--- src/rtl/vtm_pkg.sv ---
package vtm_pkg;
  localparam int unsigned CNT_W     = 12;
  localparam int unsigned NUM_MEAS  = 7;
  localparam int unsigned HI_BYTES  = (NUM_MEAS + 1) / 2;
  localparam int unsigned NUM_BYTES = NUM_MEAS + HI_BYTES + 1;

  localparam int IDX_HSTART = 0;
  localparam int IDX_HEND   = 1;
  localparam int IDX_HACT   = 2;
  localparam int IDX_HPULSE = 3;
  localparam int IDX_VSTART = 4;
  localparam int IDX_VEND   = 5;
  localparam int IDX_VACT   = 6;

  typedef logic [CNT_W-1:0] cnt_t;
  typedef logic [NUM_MEAS-1:0][CNT_W-1:0] meas_t;

  localparam cnt_t CNT_MAX = {CNT_W{1'b1}};

  function automatic cnt_t sat_inc(cnt_t x);
    return (x == CNT_MAX) ? x : x + cnt_t'(1);
  endfunction
endpackage

--- src/rtl/vtm_in_stage.sv ---
module vtm_in_stage (
  input  logic clk_i,
  input  logic rst_ni,
  input  logic hflb_i,
  input  logic vflb_i,
  input  logic red_i,
  input  logic grn_i,
  input  logic blu_i,
  output logic h_rise_o,
  output logic h_fall_o,
  output logic v_rise_o,
  output logic act_raw_o
);
  logic h_q, v_q;

  always_ff @(posedge clk_i or negedge rst_ni) begin
    if (!rst_ni) begin
      h_q <= 1'b0;
      v_q <= 1'b0;
    end else begin
      h_q <= hflb_i;
      v_q <= vflb_i;
    end
  end

  assign h_rise_o  = hflb_i & ~h_q;
  assign h_fall_o  = ~hflb_i & h_q;
  assign v_rise_o  = vflb_i & ~v_q;
  assign act_raw_o = red_i | grn_i | blu_i;
endmodule

--- src/rtl/vtm_line_meas.sv ---
module vtm_line_meas
  import vtm_pkg::*;
(
  input  logic clk_i,
  input  logic rst_ni,
  input  logic h_i,
  input  logic h_rise_i,
  input  logic h_fall_i,
  input  logic act_raw_i,
  output logic line_done_o,
  output logic line_act_o,
  output cnt_t line_start_o,
  output cnt_t line_end_o,
  output cnt_t line_span_o,
  output logic pulse_done_o,
  output cnt_t pulse_w_o
);
  logic open_q, seen_q, p_open_q;
  cnt_t pos_q, fa_q, span_q, span_last_q, tail_q, pcnt_q;
  cnt_t cur_pos, span_cur;
  logic act, first;

  always_comb begin
    cur_pos  = h_fall_i ? '0 : sat_inc(pos_q);
    act      = act_raw_i & ~h_i & (open_q | h_fall_i);
    first    = act & ~seen_q;
    span_cur = first ? cnt_t'(1) : sat_inc(span_q);
  end

  always_ff @(posedge clk_i or negedge rst_ni) begin
    if (!rst_ni) begin
      open_q      <= 1'b0;
      seen_q      <= 1'b0;
      p_open_q    <= 1'b0;
      pos_q       <= '0;
      fa_q        <= '0;
      span_q      <= '0;
      span_last_q <= '0;
      tail_q      <= '0;
      pcnt_q      <= '0;
    end else begin
      pos_q <= cur_pos;
      if (h_fall_i) open_q <= 1'b1;
      if (h_rise_i) begin
        seen_q <= 1'b0;
        tail_q <= '0;
        span_q <= '0;
      end else if (act) begin
        if (first) begin
          seen_q <= 1'b1;
          fa_q   <= cur_pos;
        end
        span_q      <= span_cur;
        span_last_q <= span_cur;
        tail_q      <= '0;
      end else if (seen_q && !h_i) begin
        span_q <= span_cur;
        tail_q <= sat_inc(tail_q);
      end
      // pulse width: high samples since the leading edge
      if (h_i) pcnt_q <= h_rise_i ? cnt_t'(1) : sat_inc(pcnt_q);
      if (h_rise_i) p_open_q <= 1'b1;
    end
  end

  assign line_done_o  = h_rise_i & open_q;
  assign line_act_o   = seen_q;
  assign line_start_o = fa_q;
  assign line_end_o   = tail_q;
  assign line_span_o  = span_last_q;
  assign pulse_done_o = h_fall_i & p_open_q;
  assign pulse_w_o    = pcnt_q;
endmodule

--- src/rtl/vtm_frame_acc.sv ---
module vtm_frame_acc
  import vtm_pkg::*;
(
  input  logic  clk_i,
  input  logic  rst_ni,
  input  logic  v_rise_i,
  input  logic  line_done_i,
  input  logic  line_act_i,
  input  cnt_t  line_start_i,
  input  cnt_t  line_end_i,
  input  cnt_t  line_span_i,
  input  logic  pulse_done_i,
  input  cnt_t  pulse_w_i,
  output meas_t meas_o
);
  logic  fopen_q, any_q;
  cnt_t  vline_q, hs_q, he_q, ha_q, hp_q, vfirst_q, vlast_q;
  meas_t snap;

  always_comb begin
    snap             = '0;
    snap[IDX_HSTART] = any_q ? hs_q : '0;
    snap[IDX_HEND]   = any_q ? he_q : '0;
    snap[IDX_HACT]   = ha_q;
    snap[IDX_HPULSE] = hp_q;
    snap[IDX_VSTART] = any_q ? vfirst_q : '0;
    snap[IDX_VEND]   = any_q ? vline_q - vlast_q : '0;
    snap[IDX_VACT]   = vline_q;
  end

  always_ff @(posedge clk_i or negedge rst_ni) begin
    if (!rst_ni) begin
      fopen_q  <= 1'b0;
      any_q    <= 1'b0;
      vline_q  <= '0;
      hs_q     <= CNT_MAX;
      he_q     <= CNT_MAX;
      ha_q     <= '0;
      hp_q     <= '0;
      vfirst_q <= '0;
      vlast_q  <= '0;
      meas_o   <= '0;
    end else if (v_rise_i) begin
      if (fopen_q) meas_o <= snap;  // one-shot copy keeps frames unmixed
      fopen_q  <= 1'b1;
      any_q    <= 1'b0;
      vline_q  <= '0;
      hs_q     <= CNT_MAX;
      he_q     <= CNT_MAX;
      ha_q     <= '0;
      hp_q     <= '0;
      vfirst_q <= '0;
      vlast_q  <= '0;
    end else begin
      if (line_done_i) begin
        vline_q <= sat_inc(vline_q);
        if (line_act_i) begin
          any_q <= 1'b1;
          if (!any_q) vfirst_q <= vline_q;
          vlast_q <= sat_inc(vline_q);
          if (line_start_i < hs_q) hs_q <= line_start_i;
          if (line_end_i < he_q)   he_q <= line_end_i;
          if (line_span_i > ha_q)  ha_q <= line_span_i;
        end
      end
      if (pulse_done_i) hp_q <= pulse_w_i;
    end
  end
endmodule

--- src/rtl/vtm_reg_bank.sv ---
module vtm_reg_bank
  import vtm_pkg::*;
#(
  parameter int unsigned ADDR_W = 4
) (
  input  meas_t             meas_i,
  input  logic [ADDR_W-1:0] rd_addr_i,
  output logic [7:0]        rd_data_o
);
  localparam int unsigned HI_SLOTS = 2 * HI_BYTES;

  logic [7:0]          bank [NUM_BYTES];
  logic [3:0]          hi   [HI_SLOTS];
  logic [NUM_MEAS-1:0] ovf;

  for (genvar k = 0; k < HI_SLOTS; k++) begin : g_hi
    if (k < NUM_MEAS) begin : g_val
      assign hi[k]     = 4'(meas_i[k] >> 8);
      assign ovf[k]    = (meas_i[k] == CNT_MAX);
      assign bank[k]   = meas_i[k][7:0];
    end else begin : g_pad
      assign hi[k] = 4'h0;
    end
  end

  for (genvar j = 0; j < HI_BYTES; j++) begin : g_pair
    assign bank[NUM_MEAS+j] = {hi[2*j+1], hi[2*j]};
  end

  assign bank[NUM_BYTES-1] = {|ovf, ovf};

  assign rd_data_o = (rd_addr_i < ADDR_W'(NUM_BYTES)) ? bank[rd_addr_i] : 8'h00;
endmodule

--- src/rtl/vtm_timing_meas.sv ---
module vtm_timing_meas
  import vtm_pkg::*;
#(
  parameter int unsigned ADDR_W = 4
) (
  input  logic              clk_i,
  input  logic              rst_ni,
  input  logic              hflb_i,
  input  logic              vflb_i,
  input  logic              red_act_i,
  input  logic              grn_act_i,
  input  logic              blu_act_i,
  input  logic [ADDR_W-1:0] rd_addr_i,
  output logic [7:0]        rd_data_o
);
  logic  h_rise, h_fall, v_rise, act_raw;
  logic  line_done, line_act, pulse_done;
  cnt_t  line_start, line_end, line_span, pulse_w;
  meas_t meas;

  vtm_in_stage u_in (
    .clk_i    (clk_i),
    .rst_ni   (rst_ni),
    .hflb_i   (hflb_i),
    .vflb_i   (vflb_i),
    .red_i    (red_act_i),
    .grn_i    (grn_act_i),
    .blu_i    (blu_act_i),
    .h_rise_o (h_rise),
    .h_fall_o (h_fall),
    .v_rise_o (v_rise),
    .act_raw_o(act_raw)
  );

  vtm_line_meas u_line (
    .clk_i       (clk_i),
    .rst_ni      (rst_ni),
    .h_i         (hflb_i),
    .h_rise_i    (h_rise),
    .h_fall_i    (h_fall),
    .act_raw_i   (act_raw),
    .line_done_o (line_done),
    .line_act_o  (line_act),
    .line_start_o(line_start),
    .line_end_o  (line_end),
    .line_span_o (line_span),
    .pulse_done_o(pulse_done),
    .pulse_w_o   (pulse_w)
  );

  vtm_frame_acc u_frame (
    .clk_i       (clk_i),
    .rst_ni      (rst_ni),
    .v_rise_i    (v_rise),
    .line_done_i (line_done),
    .line_act_i  (line_act),
    .line_start_i(line_start),
    .line_end_i  (line_end),
    .line_span_i (line_span),
    .pulse_done_i(pulse_done),
    .pulse_w_i   (pulse_w),
    .meas_o      (meas)
  );

  vtm_reg_bank #(.ADDR_W(ADDR_W)) u_bank (
    .meas_i   (meas),
    .rd_addr_i(rd_addr_i),
    .rd_data_o(rd_data_o)
  );
endmodule

--- config.mk ---
export PLATFORM = sky130hd
export DESIGN_NAME = vtm_timing_meas
export DESIGN_NICKNAME = d
export VERILOG_FILES = /design/src/rtl/vtm_pkg.sv /design/src/rtl/vtm_in_stage.sv /design/src/rtl/vtm_line_meas.sv /design/src/rtl/vtm_frame_acc.sv /design/src/rtl/vtm_reg_bank.sv /design/src/rtl/vtm_timing_meas.sv
export SDC_FILE = /design/constraint.sdc
export NUM_CORES = 1
export LEC_CHECK = 0
export ABC_AREA = 0
export CAP_MARGIN = 15
export CORE_ASPECT_RATIO = 2
export CORE_UTILIZATION = 50
export CTS_CLUSTER_SIZE = 24
export DETAILED_ROUTE_END_ITERATION = 8
export HOLD_SLACK_MARGIN = 0.1
export PLACE_DENSITY = 0.71
export SLEW_MARGIN = 10
export SYNTH_ARGS = -nofsm -noshare
export SYNTH_HDL_FRONTEND = slang
export SYNTH_HIERARCHICAL = 1
export SYNTH_SLANG_ARGS = --single-unit
--- constraint.sdc ---
create_clock -name clk_i -period 6.9 [get_ports clk_i]
set_input_delay 1.38 -clock clk_i [delete_from_list [all_inputs] [get_ports clk_i]]
set_output_delay 1.38 -clock clk_i [all_outputs]
set_load 0.02 [all_outputs]
==> results.txt <==
The flow ran to the end, and the final reports show no timing, DRC or antenna violations. The worst hold path terminates at u_line/p_open_q. The worst path buffer plus inverter count is 2. The placed wire-length estimate came out at 25500 um.

The slew of the pin with the lowest slew margin came out at 956 ps. The synthesized design contains 247 register bits. The total number of nets in the final design is 1375.

The largest buffer count on any clock path is 3. In this run the standard cell core region covers 26200 um2. The worst slack after detailed placement came out at 1670 ps.

Of all nets on the critical path, the largest fanout is 40. Setup repair after global routing left no endpoint under its margin. After the first detailed-routing iteration, the DRC count stood at 817.

At the worst endpoint, the required time is 5520 ps. Measured against its own limit, the worst slew margin works out to 35.6%. The share of Yosys cell area claimed by the top area cell type came out at 42.1%. The cell sitting at the root of the clock tree is a sky130_fd_sc_hd__clkbuf_16.

Buffers added to address setup during post-CTS repair amount to 0. The share of final-layout standard cells stronger than drive strength 1 came out at 11.7%. The detailed-route vias per instance came out at 6.14.

The total congestion overflow after global routing is 0. The capturing point of the worst reg2reg path is u_frame/hs_q[10]. The final layout contains routed wiring with a total length of 34900 um.

The number of DRC violations after detailed routing is 0. The register area is 6210 um2. The proportion of register bits with asynchronous set or reset after synthesis is 100%. The most used flip-flop cell after synthesis is sky130_fd_sc_hd__dfrtp_1. The hold-fix buffer count after cts came out at 0. The number of hold-slack violations in the final timing report came to 0. The area added between synthesis and finish came out at 9.59%. The synthesized netlist net count came out at 1397. STA classifies the critical path startpoint as a primary input.

The initial cell density of the core came out at 50.7%. In this design, the stage delay of the slowest critical-path cell is 700 ps. The worst setup path category is in2out. The cell count after synthesis came out at 1335.

The number of buffers added by the clock tree synthesis step came out at 24. The final max-slew violation count is 0. The clock tree from TritonCTS is done. The number of placed I/O pins is 19. The number of cells on the worst hold path came out at 1. The length of routed met2 wiring is 18000 um. The final critical-path setup slack is 1680 ps. The total number of yosys warnings is 6. The minimum clock period after layout came out at 5220 ps. The die height came out at 232 um. The per-instance average area after synthesis came out at 9.93 um2.

The number of cells on the worst reg-to-reg path is 7. In the final layout, the multi-input gates occupy 6480 um2. The wire length on met3 is 1220 um. The final antenna-violating net count came out at 0. For this design the ratio of total power to cell area is 266 nW/um2.

The H-tree depth reported by CTS is 1. In the layout the commonest cells are sky130_fd_sc_hd__dfrtp_1 (223), sky130_fd_sc_hd__nand2_1 (178), sky130_fd_sc_hd__nor2_1 (90). The most common library cell in the layout ignoring fill and taps is sky130_fd_sc_hd__dfrtp_1. The via count of the first global-routing pass is 10348. The standby leakage power is 0.00642 uW.

Entering global routing, the biggest net connects 142 pins. The fraction of the core area covered by cells at the end of the flow came out at 55.5%. The ratio of final minimum period to clock period came out at 75.6%. In this run, placement finished with an instance count of 1631. The top layer used by detailed routing is met4.

Summing every instance area after synthesis gives 13300 um2. The max-capacitance violation count came out at 0. The total global routing track utilization came out at 27.2%. The beginning of the worst register-to-register path is u_in/h_q. The number of detailed-route iterations in the first pass came out at 5. The number of distinct library cells after synthesis is 76. The number of antenna violations at the first check in global routing came out at 0. The number of buffers inserted by port buffering came out at 18. The worst-case vdd ir drop came out at 186 uV. The nature of the critical path endpoint is an output pin. Between clock sinks in the finished design, the worst skew comes to 17.8 ps. After detailed routing, the wire length on met1 is 12300 um. The clock input transition at the sequential cells of the worst setup and hold paths is 60 ps. The total number of clock tree sinks came out at 247. In the post-synthesis netlist, the biggest area contributors are sky130_fd_sc_hd__dfrtp_1 (42%), sky130_fd_sc_hd__nand2_1 (5.1%), sky130_fd_sc_hd__dfstp_2 (4.8%), sky130_fd_sc_hd__ha_1 (4.7%), sky130_fd_sc_hd__mux2i_1 (4.2%). The final RePlAce weighted congestion came out at 0.962. The total via count in the routed design is 10290. The number of synthesized flops with an enable pin came out at 0. The floorplan die area is 27200 um2. The filler cells instantiated in the layout total 2267. In the final routed layout, each cell accounts on average for 20.8 um. The slack of the worst reg-to-reg path came out at 3970 ps. After routing, the total negative slack on setup checks comes to 0 ps.

The final hold slack came out at 486 ps. Setup violations remaining at the end of the flow were counted as 0. Of all cell types, the one taking the most synthesized area is sky130_fd_sc_hd__dfrtp_1.

The clock insertion delay at the later pin of the skew report came out at 540 ps. For this design, the slowest cell found on the critical path is sky130_fd_sc_hd__buf_2. The post-cts gate resize count is 0. The standard-cell row count is 84. The part of the Yosys area used for sequential elements is 46.8%.

The min-delay analysis places its worst path in the category reg2reg. The signal on the critical path passes through buf_2, mux4_2, a21oi_1, nor2_1, a311o_1, clkdlybuf4s50_1. The diode insertion count for antenna repair came out at 0. At the worst endpoint, the arrival time is 3840 ps. Among cell families on the critical path, the largest total delay comes from buffers and inverters. The fmax is 192 MHz. In this run the most critical hold path is launched from u_line/p_open_q.

The first global-routing pass estimated 56200 um of wire. The width of the die is 117 um. The count of placed standard cells in the final layout, fillers left out came out at 1675.
flip-flops by register name, indices dropped and copies added (netlist names), 12 cells and up:
register	flops
u_frame/vlast_q	12
u_frame/hs_q	12
u_frame/hp_q	12
u_frame/meas_o	84
u_frame/ha_q	12
u_line/pos_q	12
u_line/line_span_o	12
u_frame/vfirst_q	12
u_frame/vline_q	12
u_line/line_end_o	12
u_line/pulse_w_o	12
u_frame/he_q	12
u_line/span_q	12
u_line/line_start_o	12
final cells by class:
| type | instances | area share [%] |
|---|---|---|
| clock buffers | 31 | 4.73 |
| flip-flops and latches | 247 | 42.7 |
| inverters | 63 | 1.63 |
| well taps | 344 | 2.96 |
| repair buffers | 31 | 2.00 |
| multi-input cells | 946 | 44.6 |
| clock inverters | 13 | 1.39 |
synth_stat cells, types with 4 or more instances:
master	number
sky130_fd_sc_hd__dfrtp_1	223
sky130_fd_sc_hd__nand2_1	179
sky130_fd_sc_hd__nor2_1	90
sky130_fd_sc_hd__o21ai_0	79
sky130_fd_sc_hd__inv_1	60
sky130_fd_sc_hd__mux2i_1	56
sky130_fd_sc_hd__o211ai_1	55
sky130_fd_sc_hd__ha_1	50
sky130_fd_sc_hd__a21oi_1	49
sky130_fd_sc_hd__clkbuf_1	41
sky130_fd_sc_hd__nand4_1	38
sky130_fd_sc_hd__o31ai_1	34
sky130_fd_sc_hd__nand3_1	30
sky130_fd_sc_hd__mux2_2	29
sky130_fd_sc_hd__dfstp_2	24
sky130_fd_sc_hd__buf_2	23
sky130_fd_sc_hd__nor3_1	23
sky130_fd_sc_hd__a31oi_1	22
sky130_fd_sc_hd__xor2_1	17
sky130_fd_sc_hd__mux4_2	16
sky130_fd_sc_hd__nor2b_1	16
sky130_fd_sc_hd__a211oi_1	13
sky130_fd_sc_hd__and3_1	13
sky130_fd_sc_hd__xnor2_1	11
sky130_fd_sc_hd__nand2b_1	9
sky130_fd_sc_hd__a21o_1	8
sky130_fd_sc_hd__a311oi_1	8
sky130_fd_sc_hd__and2_1	8
sky130_fd_sc_hd__buf_1	7
sky130_fd_sc_hd__a221oi_1	6
sky130_fd_sc_hd__and4_1	6
sky130_fd_sc_hd__o32ai_1	6
sky130_fd_sc_hd__or3_1	6
sky130_fd_sc_hd__nor4_1	5
sky130_fd_sc_hd__o21a_1	5
sky130_fd_sc_hd__buf_4	4
sky130_fd_sc_hd__o31a_1	4
routing by layer:
metal | track usage, % | vias up
met5 | 0 | -
met4 | 22.6 | 0
met3 | 3.34 | 142
met2 | 47.4 | 292
met1 | 28.5 | 5047
li1 | - | 4809
worst max path at each step:
stage	startpoint	endpoint	slack, ps	depth (start not counted)
global placement	rd_addr_i[0]	rd_data_o[7]	1640	6
CTS	rd_addr_i[0]	rd_data_o[7]	1670	6
global route	rd_addr_i[0]	rd_data_o[7]	1560	6
detailed placement	rd_addr_i[0]	rd_data_o[7]	1670	6
finish	rd_addr_i[0]	rd_data_o[7]	1680	6
floorplan	rd_addr_i[0]	rd_data_o[3]	2960	5
where the power goes:
part / leakage (uW) / switching [uW] / internal (uW)
clock network: 0.000435 / 578 / 895
logic: 0.00272 / 349 / 249
registers: 0.00326 / 187 / 1620
stage by stage:
step | cell area (um2) | total power [uW]
after floorplan | 13300 | 2170
after global placement | 13600 | 2400
after detailed placement | 13600 | 2420
after CTS | 14500 | 3900
after global routing | 14500 | 4040
final | 14500 | 3870
logic make-up after synthesis:
logic type / Yosys count / synth area share, %
flip-flops: 247 / 46.8
XOR/XNOR: 28 / 1.85
buffers and inverters: 142 / 4.53
adder cells (fa/ha/maj): 51 / 4.87
AO/OA/AOI/OAI: 319 / 16.2
AND/OR/NAND/NOR: 446 / 16.3
multiplexers: 102 / 9.49
Power figures use the tool's default switching activity.
